[config.mk]
export PLATFORM = sky130hd
export DESIGN_NAME = pwr_mode_seq
export DESIGN_NICKNAME = d
export VERILOG_FILES = /design/src/rtl/pwr_mode_pkg.sv /design/src/rtl/pwr_mode_ctrl.sv /design/src/rtl/pwr_mode_datapath.sv /design/src/rtl/pwr_mode_seq.sv
export SDC_FILE = /design/constraint.sdc
export NUM_CORES = 1
export LEC_CHECK = 0
export BUFFER_PORTS_ARGS = -buffer_cell sky130_fd_sc_hd__buf_2
export CORE_ASPECT_RATIO = 0.9
export CORE_UTILIZATION = 57
export CTS_BUF_LIST = sky130_fd_sc_hd__clkbuf_4
export DETAILED_ROUTE_END_ITERATION = 16
export PLACE_DENSITY = 0.95
export SYNTH_ARGS = -nofsm -noshare
export SYNTH_HDL_FRONTEND = slang
export SYNTH_SLANG_ARGS = --single-unit
[constraint.sdc]
create_clock -name clk -period 3.4 [get_ports clk]
set_input_delay 0.17 -clock clk [delete_from_list [all_inputs] [get_ports clk]]
set_output_delay 0.17 -clock clk [all_outputs]
set_load 0.02 [all_outputs]
[src/rtl/pwr_mode_pkg.sv]
package pwr_mode_pkg;

  typedef enum logic [2:0] {
    ST_RUN,
    ST_SLEEP,
    ST_STOP,
    ST_WAKE_OSC,
    ST_WAKE_FLASH
  } pwrState_e;

  typedef enum logic [1:0] {
    WK_IRQ,
    WK_EVT,
    WK_EVT_OR_PEND
  } wakeKind_e;

  typedef struct packed {
    logic captureCfg;
    logic loadDelay;
    logic tickDelay;
  } ctrlStrobe_t;

  localparam logic [1:0] MODE_RUN   = 2'd0;
  localparam logic [1:0] MODE_SLEEP = 2'd1;
  localparam logic [1:0] MODE_STOP  = 2'd2;

endpackage

[src/rtl/pwr_mode_ctrl.sv]
module pwr_mode_ctrl
  import pwr_mode_pkg::*;
(
  input  logic        clk,
  input  logic        rstN,
  input  logic        wfiReq,
  input  logic        wfeReq,
  input  logic        isrReturn,
  input  logic        deepSleep,
  input  logic        sleepOnExit,
  input  logic        sevOnPend,
  input  logic        irqPending,
  input  logic        irqPendingAny,
  input  logic        wakeEvent,
  input  logic        oscReady,
  input  logic        regReady,
  input  logic        cfgFlashPd,
  input  logic        delayDone,
  output pwrState_e   nextState,
  output ctrlStrobe_t strobe
);

  pwrState_e state;
  wakeKind_e wakeKind, wakeKindNext;
  logic      entering;
  logic      wakeHit;

  // wake rule chosen at entry
  always_comb begin
    unique case (wakeKind)
      WK_IRQ:         wakeHit = irqPending;
      WK_EVT:         wakeHit = wakeEvent;
      WK_EVT_OR_PEND: wakeHit = wakeEvent | irqPendingAny;
      default:        wakeHit = 1'b0;
    endcase
  end

  always_comb begin
    nextState    = state;
    strobe       = '0;
    wakeKindNext = wakeKind;
    entering     = 1'b0;
    unique case (state)
      ST_RUN: begin
        if (wfiReq && !irqPending) begin
          entering     = 1'b1;
          wakeKindNext = WK_IRQ;
        end else if (wfeReq && !wakeEvent) begin
          entering     = 1'b1;
          wakeKindNext = sevOnPend ? WK_EVT_OR_PEND : WK_EVT;
        end else if (isrReturn && sleepOnExit && !irqPending) begin
          entering     = 1'b1;
          wakeKindNext = WK_IRQ;
        end
        if (entering) begin
          nextState         = deepSleep ? ST_STOP : ST_SLEEP;
          strobe.captureCfg = deepSleep;
        end
      end
      ST_SLEEP: begin
        if (wakeHit) nextState = ST_RUN;
      end
      ST_STOP: begin
        if (wakeHit) nextState = ST_WAKE_OSC;
      end
      ST_WAKE_OSC: begin
        if (oscReady && regReady) begin
          if (cfgFlashPd) begin
            nextState        = ST_WAKE_FLASH;
            strobe.loadDelay = 1'b1;
          end else begin
            nextState = ST_RUN;
          end
        end
      end
      ST_WAKE_FLASH: begin
        if (delayDone) nextState = ST_RUN;
        else           strobe.tickDelay = 1'b1;
      end
      default: nextState = ST_RUN;
    endcase
  end

  always_ff @(posedge clk or negedge rstN) begin
    if (!rstN) begin
      state    <= ST_RUN;
      wakeKind <= WK_IRQ;
    end else begin
      state    <= nextState;
      wakeKind <= wakeKindNext;
    end
  end

  // interrupt-rule sleep always leaves on a pending interrupt
  a_r6_irq_wakes: assert property (@(posedge clk) disable iff (!rstN)
    (state == ST_SLEEP && wakeKind == WK_IRQ && irqPending) |=> state == ST_RUN);

  // event-only rule ignores interrupts
  a_r7_event_only: assert property (@(posedge clk) disable iff (!rstN)
    (state == ST_SLEEP && wakeKind == WK_EVT && !wakeEvent) |=> state == ST_SLEEP);

  // no progress out of oscillator wait until both readies
  a_r11_wait_ready: assert property (@(posedge clk) disable iff (!rstN)
    (state == ST_WAKE_OSC && !(oscReady && regReady)) |=> state == ST_WAKE_OSC);

  // flash wait never skips straight from stop
  a_r12_flash_after_osc: assert property (@(posedge clk) disable iff (!rstN)
    (state == ST_STOP) |=> state != ST_WAKE_FLASH);

endmodule

[src/rtl/pwr_mode_datapath.sv]
module pwr_mode_datapath
  import pwr_mode_pkg::*;
#(
  parameter int FLASH_DELAY = 16
) (
  input  logic        clk,
  input  logic        rstN,
  input  pwrState_e   nextState,
  input  ctrlStrobe_t strobe,
  input  logic        flashPdEn,
  input  logic        regLpSel,
  output logic        cfgFlashPd,
  output logic        delayDone,
  output logic        coreClkEn,
  output logic        domainClkEn,
  output logic        pllEn,
  output logic        oscEn,
  output logic        flashPd,
  output logic        regLowPower,
  output logic [1:0]  mode
);

  localparam int CNT_W = (FLASH_DELAY > 1) ? $clog2(FLASH_DELAY) : 1;
  localparam logic [CNT_W-1:0] CNT_LOAD = CNT_W'(FLASH_DELAY - 1);

  logic [CNT_W-1:0] delayCnt;
  logic             cfgRegLp;
  logic             flashPdNext, regLpNext;
  logic             coreN, domN, pllN, oscN, fpdN, rlpN;
  logic [1:0]       modeN;

  // configuration captured at stop entry
  always_ff @(posedge clk or negedge rstN) begin
    if (!rstN) begin
      cfgFlashPd <= 1'b0;
      cfgRegLp   <= 1'b0;
    end else if (strobe.captureCfg) begin
      cfgFlashPd <= flashPdEn;
      cfgRegLp   <= regLpSel;
    end
  end

  assign flashPdNext = strobe.captureCfg ? flashPdEn : cfgFlashPd;
  assign regLpNext   = strobe.captureCfg ? regLpSel  : cfgRegLp;

  // flash startup down-counter
  always_ff @(posedge clk or negedge rstN) begin
    if (!rstN)                 delayCnt <= '0;
    else if (strobe.loadDelay) delayCnt <= CNT_LOAD;
    else if (strobe.tickDelay) delayCnt <= delayCnt - 1'b1;
  end

  assign delayDone = (delayCnt == '0);

  // gate plan for the state about to be entered
  always_comb begin
    unique case (nextState)
      ST_RUN:        {coreN, domN, pllN, oscN, fpdN, rlpN, modeN} =
                     {1'b1, 1'b1, 1'b1, 1'b1, 1'b0, 1'b0, MODE_RUN};
      ST_SLEEP:      {coreN, domN, pllN, oscN, fpdN, rlpN, modeN} =
                     {1'b0, 1'b1, 1'b1, 1'b1, 1'b0, 1'b0, MODE_SLEEP};
      ST_STOP:       {coreN, domN, pllN, oscN, fpdN, rlpN, modeN} =
                     {1'b0, 1'b0, 1'b0, 1'b0, flashPdNext, regLpNext, MODE_STOP};
      ST_WAKE_OSC:   {coreN, domN, pllN, oscN, fpdN, rlpN, modeN} =
                     {1'b0, 1'b0, 1'b1, 1'b1, flashPdNext, 1'b0, MODE_STOP};
      ST_WAKE_FLASH: {coreN, domN, pllN, oscN, fpdN, rlpN, modeN} =
                     {1'b0, 1'b0, 1'b1, 1'b1, 1'b0, 1'b0, MODE_STOP};
      default:       {coreN, domN, pllN, oscN, fpdN, rlpN, modeN} =
                     {1'b1, 1'b1, 1'b1, 1'b1, 1'b0, 1'b0, MODE_RUN};
    endcase
  end

  always_ff @(posedge clk or negedge rstN) begin
    if (!rstN) begin
      coreClkEn   <= 1'b1;
      domainClkEn <= 1'b1;
      pllEn       <= 1'b1;
      oscEn       <= 1'b1;
      flashPd     <= 1'b0;
      regLowPower <= 1'b0;
      mode        <= MODE_RUN;
    end else begin
      coreClkEn   <= coreN;
      domainClkEn <= domN;
      pllEn       <= pllN;
      oscEn       <= oscN;
      flashPd     <= fpdN;
      regLowPower <= rlpN;
      mode        <= modeN;
    end
  end

  // counter stays inside its loaded range
  a_r12_cnt_bound: assert property (@(posedge clk) disable iff (!rstN)
    delayCnt <= CNT_LOAD);

endmodule

[src/rtl/pwr_mode_seq.sv]
module pwr_mode_seq
  import pwr_mode_pkg::*;
#(
  parameter int FLASH_DELAY = 16
) (
  input  logic       clk,
  input  logic       rstN,
  input  logic       wfiReq,
  input  logic       wfeReq,
  input  logic       isrReturn,
  input  logic       deepSleep,
  input  logic       sleepOnExit,
  input  logic       sevOnPend,
  input  logic       flashPdEn,
  input  logic       regLpSel,
  input  logic       irqPending,
  input  logic       irqPendingAny,
  input  logic       wakeEvent,
  input  logic       oscReady,
  input  logic       regReady,
  output logic       coreClkEn,
  output logic       domainClkEn,
  output logic       pllEn,
  output logic       oscEn,
  output logic       flashPd,
  output logic       regLowPower,
  output logic [1:0] mode
);

  pwrState_e   nextState;
  ctrlStrobe_t strobe;
  logic        cfgFlashPd;
  logic        delayDone;

  pwr_mode_ctrl u_ctrl (
    .clk          (clk),
    .rstN         (rstN),
    .wfiReq       (wfiReq),
    .wfeReq       (wfeReq),
    .isrReturn    (isrReturn),
    .deepSleep    (deepSleep),
    .sleepOnExit  (sleepOnExit),
    .sevOnPend    (sevOnPend),
    .irqPending   (irqPending),
    .irqPendingAny(irqPendingAny),
    .wakeEvent    (wakeEvent),
    .oscReady     (oscReady),
    .regReady     (regReady),
    .cfgFlashPd   (cfgFlashPd),
    .delayDone    (delayDone),
    .nextState    (nextState),
    .strobe       (strobe)
  );

  pwr_mode_datapath #(.FLASH_DELAY(FLASH_DELAY)) u_dp (
    .clk        (clk),
    .rstN       (rstN),
    .nextState  (nextState),
    .strobe     (strobe),
    .flashPdEn  (flashPdEn),
    .regLpSel   (regLpSel),
    .cfgFlashPd (cfgFlashPd),
    .delayDone  (delayDone),
    .coreClkEn  (coreClkEn),
    .domainClkEn(domainClkEn),
    .pllEn      (pllEn),
    .oscEn      (oscEn),
    .flashPd    (flashPd),
    .regLowPower(regLowPower),
    .mode       (mode)
  );

  // a low-power mode never runs the core clock
  a_r9_core_gated: assert property (@(posedge clk) disable iff (!rstN)
    (mode != MODE_RUN) |-> !coreClkEn);

  // blocked wait-for-interrupt leaves run untouched
  a_r2_wfi_blocked: assert property (@(posedge clk) disable iff (!rstN)
    (mode == MODE_RUN && wfiReq && irqPending && !wfeReq && !isrReturn) |=> mode == MODE_RUN);

  // stop with oscillator off has every clock source off
  a_r10_stop_dark: assert property (@(posedge clk) disable iff (!rstN)
    (mode == MODE_STOP && !oscEn) |-> (!pllEn && !domainClkEn));

endmodule

**Yosys cells after proc, flatten, opt, wreduce, memory -nomap -nowiden**

Index checks and enable logic that the tools add are counted.
Widths: inputs -> output; s select.

- Output and inout port bits: 8
- Bits in latches: 0
- Word-level logic and storage cells: 73
- Bits of input ports: 15
- RAM bits: 0
- Bits in registers: 18
- Bits in read-only memories: 0
- Memories: 0

- $mul: 0
- Reduce and logical (&&, ||, !) cells: 16
- Equality and inequality tests: 10
- Muxes and demuxes: 34
- Magnitude comparators: 0
- Shift operators: 0
- Bitwise operators: 1
- $add $sub $neg: 1
- Divide/modulo/power cells: 0

Operators with widths:

| cell | number |
|---|---|
| $mux 1 | 18 |
| $mux 3 | 6 |
| $pmux 3 s5 | 1 |
| $eq 3x2->1 const B | 4 |
| $mux 2 | 5 |
| $mux 4 | 2 |
| $eq 3x1->1 const B | 2 |
| $eq 3x3->1 const B | 2 |
| $logic_and 1x1->1 | 5 |
| $logic_not 4->1 | 1 |
| $pmux 2 s2 | 1 |
| $reduce_or 4->1 | 1 |
| $sub 4x1->4 const B | 1 |
| $logic_not 3->1 | 1 |
| $pmux 1 s3 | 1 |
| $reduce_bool 3->1 | 1 |
| $reduce_or 3->1 | 1 |
| $eq 2x1->1 const B | 1 |
| $eq 2x2->1 const B | 1 |
| $logic_not 1->1 | 2 |
| $logic_not 2->1 | 1 |
| $reduce_and 2->1 | 1 |
| $reduce_bool 2->1 | 1 |
| $reduce_or 2->1 | 1 |
| $or 1x1->1 | 1 |

**Depth between registers and ports, before layout**

- Word-level depth: 11
- Depth in mapped cells: 7
- Depth with buffers taken out: 7

**Hierarchy**

Synthesis repeated with hierarchy kept, for this count alone.

- Cells, all modules: 75
- Area, all modules: 874.6 sq um

Modules (own cells, without submodules):

| module | cells an instance | area an instance (sq um) | instances | seq. area each (sq um) |
|---|---|---|---|---|
| pwr_mode_datapath | 41 | 550.5 | 1 | 329.1 |
| pwr_mode_ctrl | 34 | 324.1 | 1 | 125.1 |

**Worst setup path before layout**

OpenSTA, ideal clock, no wires.

- Kind: reg-to-reg
- Start: register u_ctrl.state[2]
- End: register u_dp.flashPd
- Clock period less this slack: 1.661 ns
- Slack: 1.739 ns
- Required time: 3.281 ns
- Arrival time: 1.542 ns
- Stages on the path, launching flop included: 6
- Cells stage by stage: dfrtp_1 -> or3_4 -> a31oi_4 -> nand2_4 -> mux2_4 -> and2_1

- Elaborated cells on any way between the ends: 17
- Classes of those cells: eq/ne: 6; mux: 9; reduce/logical: 2

RTL lines:

| element | line | RTL |
|---|---|---|
| start: declaration | pwr_mode_ctrl.sv:23 | `pwrState_e state;` |
| start signal: assignment | pwr_mode_ctrl.sv:89 | `state <= nextState;` |
| $logic_not 3->1 | pwr_mode_ctrl.sv:43 | `unique case (state)` |
| $mux 1 | pwr_mode_ctrl.sv:43 |  |
| $mux 1 | - |  |
| net u_dp.flashPdNext | pwr_mode_datapath.sv:28 | `logic flashPdNext, regLpNext;` |
| $mux 1 | pwr_mode_datapath.sv:57 | `unique case (nextState)` |
| net u_dp.fpdN | pwr_mode_datapath.sv:29 | `logic coreN, domN, pllN, oscN, fpdN, rlpN;` |
| end signal: assignment | pwr_mode_datapath.sv:87 | `flashPd <= fpdN;` |
| end: declaration | pwr_mode_datapath.sv:18 | `output logic flashPd,` |

The timed path passes the listed nets, and every way through them passes these cells.
A chain may end at the register's enable or synchronous reset.

**Final worst setup path**

- Start: register u_ctrl.state[2]
- End: register u_dp.regLowPower

- Word-level cells in the longest chain between the ends: 4
- Elaborated cells on any way between the ends: 15
- Classes of those cells: eq/ne: 5; mux: 9; reduce/logical: 1

RTL lines:

| element | line | RTL |
|---|---|---|
| $logic_not 3->1 | pwr_mode_ctrl.sv:43 |  |
| $mux 1 | pwr_mode_ctrl.sv:43 |  |
| $mux 1 | pwr_mode_datapath.sv:44 | `assign regLpNext = strobe.captureCfg ? regLpSel : cfgRegLp;` |
| net u_dp.regLpNext | pwr_mode_datapath.sv:28 |  |
| $mux 1 | pwr_mode_datapath.sv:57 |  |
| net u_dp.rlpN | pwr_mode_datapath.sv:29 |  |
| end signal: assignment | pwr_mode_datapath.sv:88 | `regLowPower <= rlpN;` |
| end: declaration | pwr_mode_datapath.sv:19 | `output logic regLowPower,` |

The timed path passes the listed nets, and every way through them passes these cells.

==> results <==
- Clock latency on the worst-skew pair, taken at its later pin, is roughly 300 ps.
- Counting flops with a built-in enable in the synthesized netlist gives 0.
- The launching element of the worst setup path is u_ctrl.state[2]$_DFF_PN0_.
- For this design, the sink count on the clock tree is 18.
- Of the available clock period, the critical path in the final layout requires 0.524.
- The startpoint kind of the worst setup timing path is a register.
- The initial standard-cell utilization of the core is 0.650.
- The clock period minus worst slack is 1780 ps.
- STA puts the critical path data arrival time at approximately 2000 ps.
- The final number of hold-violating endpoints is 0.
- Final hold analysis gives a worst-case slack of about 120 ps.
- The setup TNS after final layout is 0 ps.
- The required time of the worst setup path is 3580 ps.
- The count of inserted antenna diode cells is 0.
- For this run, the post-layout net count is 120.
- The clock tree root buffer cell is sky130_fd_sc_hd__clkbuf_4.
- The first TritonRoute pass finished after 4 iterations.
- The most common cell after layout, fill and taps aside is sky130_fd_sc_hd__buf_2.
- The count of buffers added on input and output ports is 22.
- After detailed routing, the number of remaining DRC violations is 0.
- The number of fillers in the final layout is between 80 and 90.
- The top cell type's share of synthesized area is 0.437.
- The weighted congestion at the end of routability-driven global placement is 0.875.
- When the netlist entered floorplanning its net count stood at 93.
- STA classifies the critical path endpoint as a register.
- The slowest library cell on the worst path is sky130_fd_sc_hd__dfrtp_1.
- The critical path start-end classification is register to register.
- The number of global-route vias before repair is 657.
- The overall die width is 42.9 um.
- The number of non-filler instances in the completed layout is 117.
- IR analysis of the VDD net gives a maximum drop of 544 uV.
- The clock passes through at most 2 buffers.
- The number of instances in the synthesized netlist is 77.
- The post-route total power is between 0.8 and 0.9 mW.
- Counting flops with an async set or reset pin after synthesis yields a share of 1.00.
- After detailed placement, the total cell area comes to 978 um^2.
- Global routing finished with a remaining overflow of 0.
- The remaining number of nets flagged by the antenna check after routing is 0.
- The clock transition time at the flip-flop clock pins of the worst setup and hold paths is approximately 90 ps.
- The register bit total from synthesis is 18.
- For this run, the leading register cell type out of synthesis is sky130_fd_sc_hd__dfrtp_1.
- The number of max-cap violations is 0.
- The number of synthesis warnings is 0.
- The ratio of total power to cell area is 812 mW/mm^2.
- Of the total synthesized cell area, the portion taken by XOR and XNOR cells is 0.0102.
- The headroom to the max-slew limit is 0.743.
- The largest total area in the synthesized netlist belongs to sky130_fd_sc_hd__dfrtp_1.
- For this design the static power due to leakage is 0.517 nW.
- The initial antenna violation count came to 0.
- The area of the placeable core is 0.00132 mm^2.
- The largest family of logic cells by synthesized area is simple AND/OR/NAND/NOR gates.
- The number of top-level pins is 23.
- The critical path contains buffers and inverters numbering 0 combined.
- Sorting the synthesized cells by area gives the leading types as sky130_fd_sc_hd__dfrtp_1 (44%), sky130_fd_sc_hd__dfstp_2 (9.2%), sky130_fd_sc_hd__inv_1 (3.5%).
- In the layout the commonest cells are sky130_fd_sc_hd__buf_2 (22), sky130_fd_sc_hd__dfrtp_1 (15), sky130_fd_sc_hd__inv_1 (8).
- The number of setup violations in the final report is 0.
- In the final layout, the share of cells above drive strength 1 is 0.359.
- The mean area per synthesized cell is 11.1 um^2.
- The synthesized-area fraction occupied by and/or/nand/nor cells is 0.219.
- The proportion of synthesized area in mux cells is 0.0612.
- The run finished with clean final reports.
- The full die area is 0.00167 mm^2.
- The number of rows created at floorplan is 12.
- After detailed routing, the total wire length is around 1700 um.
- The final cell utilization of the core is 0.771.
- For this run, the total global-route usage over all layers was measured as 0.245.
- The vertical die dimension is 38.8 um.
- In this run the critical register-to-register path is launched from u_ctrl.state[2]$_DFF_PN0_.
- Gates resized during post-CTS repair numbered 0.
- The CTS tree is done.
- The area growth from synthesis to layout is 18.7%.
- The CTS H-tree depth is 1.
- Traced cell by cell, the critical path runs through or3_4 -> a31oi_4 -> nand2_4 -> mux2_4 -> nor3b_1.
- The stage delay of the slowest cell on the critical path is 440 ps.
- The highest net fanout along the worst path is 7.
- The minimum setup slack in the final design is around 1600 ps.
- The family of cells with the greatest summed delay on the critical path is simple AND/OR/NAND/NOR gates.
- The first-pass GRT wire length is 2780 um.
- Based on the critical path, the design can be clocked at up to 562 MHz.
- The number of pins with negative max-slew slack in the final report is 0.
- The slew at the pin with the worst max-slew slack is roughly 390 ps.
- Entering global routing, the biggest net connects 19 pins.
- Counting tap cells, the placed design contains a total of 112 instances.
- The number of DRC markers after the initial detailed-route iteration is 18.
- The pre-CTS setup slack is 1640 ps.
- The final routed wire length divided by cell count is about 14 um.
- Setup repair after global routing left no endpoint under its margin.
- The count of unique library cells instantiated by Yosys is 32.
- The startpoint identified for the worst hold timing path is regLpSel.
- The final route contains between 600 and 700 vias.
- After detailed routing, the number of vias per cell comes to 5.87.
- The fraction of the mapped netlist area in compound gates came to 0.122.
- Once detailed placement completed, the half-perimeter wirelength came to between 1000 and 1500 um.
- With fillers left out, the area of the finished cells amounts to between 0.001 and 0.0015 mm^2.
- The clock skew is roughly 3.1 ps.
- The type of the tightest min-delay check is primary input to register.
- Of the total synthesized cell area, the portion taken by full adders, half adders and majority gates is 0.0146.
- The number of buffers created by CTS is 3.
- The synthesized cell area is 858 um^2.
- The share of the yosys chip area belonging to registers is 0.529.
-- synthesized netlist by cell type (2+ instances only) --
library cell and instances:
sky130_fd_sc_hd__a21oi_1 5, sky130_fd_sc_hd__and3_1 3, sky130_fd_sc_hd__dfrtp_1 15, sky130_fd_sc_hd__dfstp_2 3, sky130_fd_sc_hd__inv_1 8, sky130_fd_sc_hd__mux2_2 2
sky130_fd_sc_hd__mux2_4 2, sky130_fd_sc_hd__nand2_1 5, sky130_fd_sc_hd__nand2b_1 4, sky130_fd_sc_hd__nand3_1 2, sky130_fd_sc_hd__nor2_1 2, sky130_fd_sc_hd__nor3_1 3
sky130_fd_sc_hd__nor3b_1 3, sky130_fd_sc_hd__o21ai_0 2
-- power by group --
group	switching (mW)	total, mW	internal [mW]
combinational	0.197	0.344	0.147
sequential	0.0552	0.366	0.311
clock	0.0633	0.117	0.0538
total	0.315	0.827	0.511
-- routing by layer --
layer / up-vias / track usage / wire (um)
li1: 322 / - / -
met1: 330 / 0.266 / 679
met2: 30 / 0.455 / 823
met3: 5 / 0.0888 / 138
met4: 0 / 0.0703 / 32
met5: - / 0 / 0
-- path summary, 6_finish.rpt --
path                       slack (ps)                          to  depth (start not counted)
min reg2reg                       530     u_dp.cfgRegLp$_DFF_PN0_                          1
min                               120     u_dp.cfgRegLp$_DFF_PN0_                          2
min in group asynchronous         320   u_ctrl.state[1]$_DFF_PN0_                          2
max in group asynchronous        2770    u_dp.coreClkEn$_DFF_PN1_                          2
max                              1620  u_dp.regLowPower$_DFF_PN0_                          5
max reg2reg                      1620  u_dp.regLowPower$_DFF_PN0_                          5
-- logic make-up (layout without fill, tap and decap cells) --
kind of cell	after synthesis	after routing
xor+xnor	1	1
buf+inv	9	35
flops	18	18
simple gates	30	30
mux	4	4
fa+ha+maj	1	1
compound gates	14	14
-- sequential cells by signal, indices dropped and copies added (netlist names) --
name              cells
u_dp.delayCnt         4
u_ctrl.state          3
u_ctrl.wakeKind       2
u_dp.mode             2
u_dp.cfgFlashPd       1
u_dp.cfgRegLp         1
u_dp.coreClkEn        1
u_dp.domainClkEn      1
u_dp.flashPd          1
u_dp.pllEn            1
u_dp.regLowPower      1
-- area by class of cell --
type	count	area, um^2	share of cell area
clock buffers	4	30.0	0.0295
inverters	8	30.0	0.0295
multi-input cells	50	367	0.360
flip-flops and latches	18	454	0.446
well taps	14	17.5	0.0172
repair buffers	23	120	0.118
-- repair_timing --
action / CTS / global route
hold buffers: 1 / 0
buffers inserted: 0 / 0
endpoints found under the hold margin: 15 / 0
No activity file was read; power rests on OpenSTA's default activity.
